### src/rtl/rsc_pkg.sv
package rsc_pkg;
    localparam int STAT_W       = 5;
    // positions inside the 5-bit field (field bit 4 = word bit 31)
    localparam int POS_POR_FLAG = 4;
    localparam int POS_SOFT_POR = 3;
    localparam int POS_SOFT_XIR = 2;
    localparam logic [STAT_W-1:0] W1C_MASK = 5'b10011;
    localparam logic [STAT_W-1:0] SET_MASK = 5'b01100;
    localparam logic [STAT_W-1:0] POR_LOAD = 5'b10000;

    typedef struct packed {
        logic [STAT_W-1:0] stat;
        logic              req;
        logic              req_por;
    } rsc_state_t;
endpackage

### src/rtl/rsc_bus_decode.sv
module rsc_bus_decode
    import rsc_pkg::*;
(
    input  logic              we,
    input  logic              word_sel,
    input  logic [STAT_W-1:0] field,
    output logic              wr_hit,
    output logic [STAT_W-1:0] clr_bits,
    output logic [STAT_W-1:0] set_bits,
    output logic              ask_por,
    output logic              ask_xir
);
    assign wr_hit = we & word_sel;

    for (genvar b = 0; b < STAT_W; b++) begin : g_bit
        assign clr_bits[b] = wr_hit & field[b] & W1C_MASK[b];
        assign set_bits[b] = wr_hit & field[b] & SET_MASK[b];
    end

    assign ask_por = set_bits[POS_SOFT_POR];
    assign ask_xir = set_bits[POS_SOFT_XIR];
endmodule

### src/rtl/rsc_evt_counter.sv
module rsc_evt_counter #(
    parameter int CNT_W = 4
) (
    input  logic clk,
    input  logic rst_n,
    input  logic inc,
    input  logic clr,
    output logic is_zero
);
    localparam logic [CNT_W-1:0] CNT_MAX = {CNT_W{1'b1}};

    logic [CNT_W-1:0] cnt_d, cnt_q;

    always_comb begin
        cnt_d = cnt_q;
        if (clr)
            cnt_d = '0;
        else if (inc && (cnt_q != CNT_MAX))
            cnt_d = cnt_q + 1'b1;
    end

    always_ff @(posedge clk or negedge rst_n) begin
        if (!rst_n) cnt_q <= '0;
        else        cnt_q <= cnt_d;
    end

    assign is_zero = (cnt_q == '0);

    assert_no_wrap_R10: assert property (@(posedge clk) disable iff (!rst_n)
        (cnt_q == CNT_MAX && inc && !clr) |=> (cnt_q == CNT_MAX));

    assert_clear_to_zero_R6: assert property (@(posedge clk) disable iff (!rst_n)
        clr |=> is_zero);
endmodule

### src/rtl/rsc_reset_ctl.sv
module rsc_reset_ctl
    import rsc_pkg::*;
#(
    parameter int DATA_W       = 32,
    parameter int ADDR_W       = 3,
    parameter int WORD_SEL_BIT = 2,
    parameter int CNT_W        = 4
) (
    input  logic              clk,
    input  logic              rst_n,
    input  logic              bus_we,
    input  logic [ADDR_W-1:0] bus_addr,
    input  logic [DATA_W-1:0] bus_wdata,
    output logic [DATA_W-1:0] bus_rdata,
    input  logic              sys_evt,
    output logic              rst_req,
    output logic              rst_req_por
);
    localparam int STAT_LSB = DATA_W - STAT_W;

    rsc_state_t st_d, st_q;

    logic              wr_hit, ask_por, ask_xir;
    logic [STAT_W-1:0] clr_bits, set_bits;
    logic              cnt_zero, cnt_inc, cnt_clr;
    logic              word_sel;

    logic unused_inputs;
    assign unused_inputs = ^{bus_wdata[STAT_LSB-1:0], bus_addr};

    assign word_sel = bus_addr[WORD_SEL_BIT];

    rsc_bus_decode u_dec (
        .we       (bus_we),
        .word_sel (word_sel),
        .field    (bus_wdata[DATA_W-1:STAT_LSB]),
        .wr_hit   (wr_hit),
        .clr_bits (clr_bits),
        .set_bits (set_bits),
        .ask_por  (ask_por),
        .ask_xir  (ask_xir)
    );

    rsc_evt_counter #(.CNT_W(CNT_W)) u_cnt (
        .clk     (clk),
        .rst_n   (rst_n),
        .inc     (cnt_inc),
        .clr     (cnt_clr),
        .is_zero (cnt_zero)
    );

    always_comb begin
        st_d         = st_q;
        st_d.req     = 1'b0;
        st_d.req_por = 1'b0;
        cnt_inc      = 1'b0;
        cnt_clr      = 1'b0;
        if (sys_evt) begin
            cnt_inc = 1'b1;
            if (cnt_zero)
                st_d.stat = POR_LOAD;
        end else if (wr_hit) begin
            st_d.stat = (st_q.stat & ~clr_bits) | set_bits;
            if (ask_por) begin
                st_d.req     = 1'b1;
                st_d.req_por = 1'b1;
                cnt_clr      = 1'b1;
            end else if (ask_xir) begin
                st_d.req = 1'b1;
            end
        end
    end

    always_ff @(posedge clk or negedge rst_n) begin
        if (!rst_n) st_q <= '0;
        else        st_q <= st_d;
    end

    always_comb begin
        bus_rdata = '0;
        if (word_sel)
            bus_rdata[DATA_W-1:STAT_LSB] = st_q.stat;
    end

    assign rst_req     = st_q.req;
    assign rst_req_por = st_q.req_por;

    assert_req_from_write_R7: assert property (@(posedge clk) disable iff (!rst_n)
        rst_req |-> $past(bus_we && word_sel && !sys_evt));

    assert_por_kind_R8: assert property (@(posedge clk) disable iff (!rst_n)
        rst_req_por |-> rst_req);

    assert_first_load_R9: assert property (@(posedge clk) disable iff (!rst_n)
        (sys_evt && cnt_zero) |=> (st_q.stat == POR_LOAD));

    assert_event_wins_R11: assert property (@(posedge clk) disable iff (!rst_n)
        (sys_evt && !cnt_zero) |=> ($stable(st_q.stat) && !rst_req));

    assert_other_word_R2: assert property (@(posedge clk) disable iff (!rst_n)
        !word_sel |-> (bus_rdata == '0));

    assert_low_bits_R5: assert property (@(posedge clk) disable iff (!rst_n)
        bus_rdata[STAT_LSB-1:0] == '0);
endmodule

### config.mk
export PLATFORM = sky130hd
export DESIGN_NAME = rsc_reset_ctl
export DESIGN_NICKNAME = d
export VERILOG_FILES = /design/src/rtl/rsc_pkg.sv /design/src/rtl/rsc_bus_decode.sv /design/src/rtl/rsc_evt_counter.sv /design/src/rtl/rsc_reset_ctl.sv
export SDC_FILE = /design/constraint.sdc
export NUM_CORES = 1
export LEC_CHECK = 0
export BUFFER_PORTS_ARGS = -buffer_cell sky130_fd_sc_hd__buf_2
export CORE_MARGIN = 3
export CORE_UTILIZATION = 38
export DETAILED_ROUTE_END_ITERATION = 12
export PLACE_DENSITY = 0.82
export RECOVER_POWER = 100
export SLEW_MARGIN = 20
export SYNTH_ARGS = -nofsm -noshare
export SYNTH_HDL_FRONTEND = slang
export SYNTH_SLANG_ARGS = --single-unit
### constraint.sdc
create_clock -name clk -period 2.16 [get_ports clk]
set_input_delay 0.108 -clock clk [delete_from_list [all_inputs] [get_ports clk]]
set_output_delay 0.108 -clock clk [all_outputs]
set_load 0.005 [all_outputs]
==> results of run 1 <==
[power groups by stage]
stage                     sequential [mW]  clock [mW]  combinational, mW
after floorplan                     0.322           0              0.200
after global placement              0.330           0              0.209
after detailed placement            0.338           0              0.219
after CTS                           0.334       0.144              0.228
after global routing                0.345       0.161              0.257
final                               0.334       0.138              0.223
[placed cells by master, fill, tap and decap left out, drive strengths merged, types with 2 or more instances in the layout]
master       netlist  final
dlygate4sd3        0      3
clkbuf             0      8
conb               1     27
dfrtp             11     11
buf               27     12
nand2              7      7
inv                4      4
ha                 2      2
a21oi              3      3
and2               5      5
[layer usage]
metal | up-vias | routed length, um | GRT usage [%]
met2 | 35 | 649 | 19.2
li1 | 243 | - | -
met4 | 0 | 0 | 4.15
met3 | 0 | 170 | 6.04
met5 | - | 0 | 0
met1 | 237 | 444 | 10.3
[stage by stage]
step	power, mW	util (%)	setup slack (ps)
6_report	0.695	44.3	926
5_1_grt	0.764	44.3	840
3_5_place_dp	0.557	41.8	933
2_1_floorplan	0.522	-	1030
3_3_place_gp	0.539	41.8	982
4_1_cts	0.706	45.0	916
[final timing paths]
| check | start | slack, ps | endpoint | cells past startpoint |
|---|---|---|---|---|
| max | u_cnt.cnt_q[0] | 930 | u_cnt.cnt_q[1] | 4 |
| min | bus_wdata[29] | 60 | rst_req | 3 |
| max reg2reg | u_cnt.cnt_q[0] | 930 | u_cnt.cnt_q[1] | 4 |
| min reg2reg | st_q[6] | 500 | st_q[6] | 1 |
| max in group asynchronous | rst_n | 1420 | u_cnt.cnt_q[1] | 2 |
| min in group asynchronous | rst_n | 350 | st_q[5] | 2 |
[worst register-to-register path: cells and delay by family (launching register included)]
family | cells | cell delay [ps]
fa+ha+maj | 1 | 240
flops | 1 | 410
compound gates | 1 | 180
simple gates | 2 | 300
[kinds of logic after synthesis]
kind of cell / synth area share, %
adders and majority gates: 3.42
muxes: 1.37
and+or+nand+nor: 18.3
other: 0.513
xor gates and xnor gates: 1.20
buffers and inverters: 29.8
AOI/OAI and AO/OA: 7.71
DFF: 37.7
[timing repair]
item | CTS | global route
endpoints found under the hold margin | 13 | 0
hold buffers | 3 | 0
endpoints found under the setup margin | 0 | 0
[state kept, by name (all words and copies together) (netlist names)]
name / flops
st_q: 5
u_cnt.cnt_q: 4
rst_req: 1
rst_req_por: 1
[area by class of cell]
cell class                      instances  area share (%)
Sequential cell                        11            35.2
Timing Repair Buffer                   19            13.4
Clock buffer                            4            3.36
Inverter                                4            1.92
Tap cell                               25            4.00
Multi-Input combinational cell         61            42.1
==> summary.txt, run 1 <==
CP Max Fanout = 5
gr ovfl total = 0
largest net degree at the start of global routing = 12
largest area contributor in the netlist = dfrtp_1
Yosys top cell area share = 37.7%
TritonRoute pass-1 iters = 1
Setup violations, final = 0
Clock power frac = 19.9%
top post-synthesis cells by area = dfrtp_1 38%, buf_4 28%, and2_1 4.3%, nand2_1 3.6%, ha_1 3.4%
DRT iter0 DRCs = 0
Vias = 515
antenna viol nets, final = 0
sequential power share = 48.1%
Longest Clk Path Bufs = 2
Register Area = 275 um^2
Slew @ Worst Pin = 587 ps
total I/O pin count = 73
Post-synth EDFFs = 0
switching share of total power = 33.4%
DRC = 0
cell area after layout = 782 um^2
Bufs and invs on worst path = 0
most frequent cells after synthesis = 27 x buf_4, 11 x dfrtp_1, 7 x nand2_1
critical path arrival = 1390 ps
top cell family by delay on the critical path = flip-flops
Max-Slew Margin vs Limit = 60.8%
period utilization = 57.1%
post-synthesis sequential area ratio = 37.7%
CP Capture Type = register
global-route wire length before repair = 1980 um
WL/cell = 10.2 um
Switch Pwr = 0.232 mW
P per Cell Area = 889 nW/um^2
Multi-input gate area = 329 um^2
Placer Congestion = 0.687
clk sinks = 11
Peak VDD IR = 385 uV
Die Width = 49.9 um
RSZ-0062 raised after global routing = false
Syn Std Cell Area = 731 um^2
crit-path cells = ha_1, nand3_1, and3_1, a31o_1
CTS tree = done
setup TNS = 0 ps
CP Class = reg2reg
setup bufs post-CTS = 0
vias in the first global route = 458
DP Cell Count = 117
port buffer count = 16
Fin. Hold Viols = 0
distinct cell type count after synthesis = 26
Clock transition at path regs = 70 ps
Final Skew = 7.18 ps
DR vias/cell = 4.15
Fin Hold WS = 64.4 ps
leakage power = 0.434 nW
fin. max-slew vios = 0
die area = 2490 um^2
crit start category = register
Internal Power = 0.463 mW
Gates resized, CTS repair = 0
asr flop ratio synth = 100%
fin nets = 141
ys flop type = dfrtp_1
P&R area growth vs syn = 7.02%
Non-Filler Instances = 124
Max Cap Viol = 0
clk_lat worst skew = 270 ps
Layout fillers = 191
critical path's largest stage delay = 410 ps
maximum clock frequency = 0.810 GHz
Tot GR Track Use = 10.8%
Die Ht = 49.9 um
core area = 1760 um^2
count leader, synth = buf_4
Cell Area, Placed = 737 um^2
YS warnings = 0
H-tree levels = 1
Hold WC Path Type = in2reg
TritonCTS buffer count = 3
critical path required time = 2310 ps
dpl hpwl = 990 um
combinational share of power = 32.0%
Syn Inst Count = 77
ANT cells = 0
outcome = finished, final reports clean
row count = 15
initial antenna violation count = 0
Crit-path slowest cell = dfrtp_1
Root Buffer Master = clkbuf_4
min Tclk post-route = 1230 ps
final wirelength = 1270 um
Initial Util = 41.4%
layout cells sized above 1 = 17.2%
Avg Cell Area, Syn = 9.49 um^2
synthesis-stage register bit count = 11
(Power assumes the default switching activity.)
==> run 2, diff against run 1 <==
Settings changed: CORE_UTILIZATION 38 to 35, PLACE_DENSITY 0.82 to 0.76.
Clock period 2.16 ns to 1.3 ns, I/O delays scaled along.
==> summary.txt, run 2 (synthesis results as in run 1) <==
leakage power = 0.434 nW (about the same)
Max Cap Viol = 0 (unchanged)
DP Cell Count = 117 (unchanged)
core area = 1840 um^2 (+4.3%)
CP Max Fanout = 5 (unchanged)
CP Class = reg2reg
Final Skew = 0.189 ps (-6.99 ps)
Multi-input gate area = 329 um^2 (unchanged)
total I/O pin count = 73 (unchanged)
worst setup margin = 64.8 ps (-861 ps)
Hold WC Path Type = in2reg
Largest register FFs = 5 (unchanged)
Gates resized, CTS repair = 0 (unchanged)
vias in the first global route = 450 (-1.7%)
DRT iter0 DRCs = 6 (+6)
biggest regs = st_q (5), u_cnt.cnt_q (4)
Die Width = 51.7 um (+3.7%)
crit start category = register
Min-Delay Path Depth = 3 (unchanged)
P per Cell Area = 1480 nW/um^2 (+66%)
Initial Util = 39.7% (-1.7 points)
most frequent cells in the layout = 27 x conb_1, 12 x buf_2, 11 x dfrtp_1
Fin. Hold Viols = 0 (unchanged)
Longest Clk Path Bufs = 2 (unchanged)
Root Buffer Master = clkbuf_4
reg2reg start = u_cnt.cnt_q[0]
RSZ-0062 raised after global routing = false
outcome = finished, final reports clean
internal reg-to-reg setup slack = 60 ps (-860 ps)
Final Util = 42.5% (-1.8 points)
period utilization = 95.0% (+38 points)
cell area after layout = 782 um^2 (unchanged)
Die Ht = 51.7 um (+3.7%)
ANT cells = 0 (unchanged)
DRC = 0 (unchanged)
layout cells sized above 1 = 17.2% (unchanged)
Setup violations, final = 0 (unchanged)
P&R area growth vs syn = 7.02% (unchanged)
Hold Path Origin = bus_wdata[29]
H-tree levels = 1 (unchanged)
min Tclk post-route = 1240 ps (+0.974 ps)
FF-to-FF path depth = 4 (unchanged)
dpl hpwl = 971 um (-1.9%)
Clock transition at path regs = 70 ps (about the same)
initial antenna violation count = 0 (unchanged)
die area = 2670 um^2 (+7.5%)
port buffer count = 16 (unchanged)
maximum clock frequency = 0.810 GHz (about the same)
Placer Congestion = 0.690 (+0.47%)
global-route wire length before repair = 1820 um (-8.0%)
most common cell after layout, fill and taps aside = conb_1
Layout fillers = 194 (+1.6%)
setup bufs post-CTS = 0 (unchanged)
Tot GR Track Use = 9.51% (-1.3 points)
fin. max-slew vios = 0 (unchanged)
WL/cell = 9.77 um (-4.3%)
TritonCTS buffer count = 3 (unchanged)
CTS tree = done
setup TNS = 0 ps (unchanged)
TritonRoute pass-1 iters = 3 (+2)
reg2reg end = u_cnt.cnt_q[1]
Register Area = 275 um^2 (unchanged)
Slew @ Worst Pin = 580 ps (-7.20 ps)
Cell Area, Placed = 737 um^2 (unchanged)
antenna viol nets, final = 0 (unchanged)
critical path arrival = 1400 ps (about the same)
DR vias/cell = 4.13 (-0.58%)
Tot Pwr = 1.15 mW (+66%)
largest net degree at the start of global routing = 12 (unchanged)
Fin Hold WS = 15.3 ps (-49.1 ps)
Non-Filler Instances = 124 (unchanged)
DP Worst Slack = 81.6 ps (-851 ps)
gr ovfl total = 0 (unchanged)
row count = 15 (unchanged)
Hold Path End = rst_req
Max-Slew Margin vs Limit = 61.3% (+0.48 points)
Peak VDD IR = 619 uV (+61%)
critical path required time = 1460 ps (-850 ps)
clk_lat worst skew = 270 ps (about the same)
CP Capture Type = register
Most flops, register = st_q
final wirelength = 1210 um (-4.3%)
fin nets = 141 (unchanged)
clk sinks = 11 (unchanged)
CTS Hold Bufs = 3 (unchanged)
Vias = 512 (-0.58%)
run 2: critical path: stages (launching register included):
cell and delay [ps]:
dfrtp_1 420, ha_1 230, nand3_1 110, and3_1 200, a31o_1 180
run 2: how the worst max path moves through the flow:
stage | from | end | slack [ps]
after floorplan | u_cnt.cnt_q[0] | u_cnt.cnt_q[1] | 170
after global placement | u_cnt.cnt_q[0] | u_cnt.cnt_q[1] | 120
after detailed placement | u_cnt.cnt_q[0] | u_cnt.cnt_q[1] | 80
after CTS | u_cnt.cnt_q[0] | u_cnt.cnt_q[1] | 70
after global routing | u_cnt.cnt_q[0] | u_cnt.cnt_q[1] | 5
final | u_cnt.cnt_q[0] | u_cnt.cnt_q[1] | 60
run 2: area by class of cell:
class	count	share of cell area [%]
clock buffers	4	3.36
well taps	25	4.00
flip-flops and latches	11	35.2
repair buffers	19	13.4
inverters	4	1.92
multi-input cells	61	42.1
run 2: report_power, final:
group	internal (mW)	switching, mW	leakage [nW]
sequential	0.455	0.0976	0.138
combinational	0.198	0.172	0.281
clock	0.119	0.113	0.0150
run 2: metal layers:
layer	up-vias	track usage [%]	routed length [um]
met3	3	2.58	130
met2	31	17.4	611
met5	-	0	0
li1	244	-	-
met4	0	6.55	25
met1	234	9.12	444
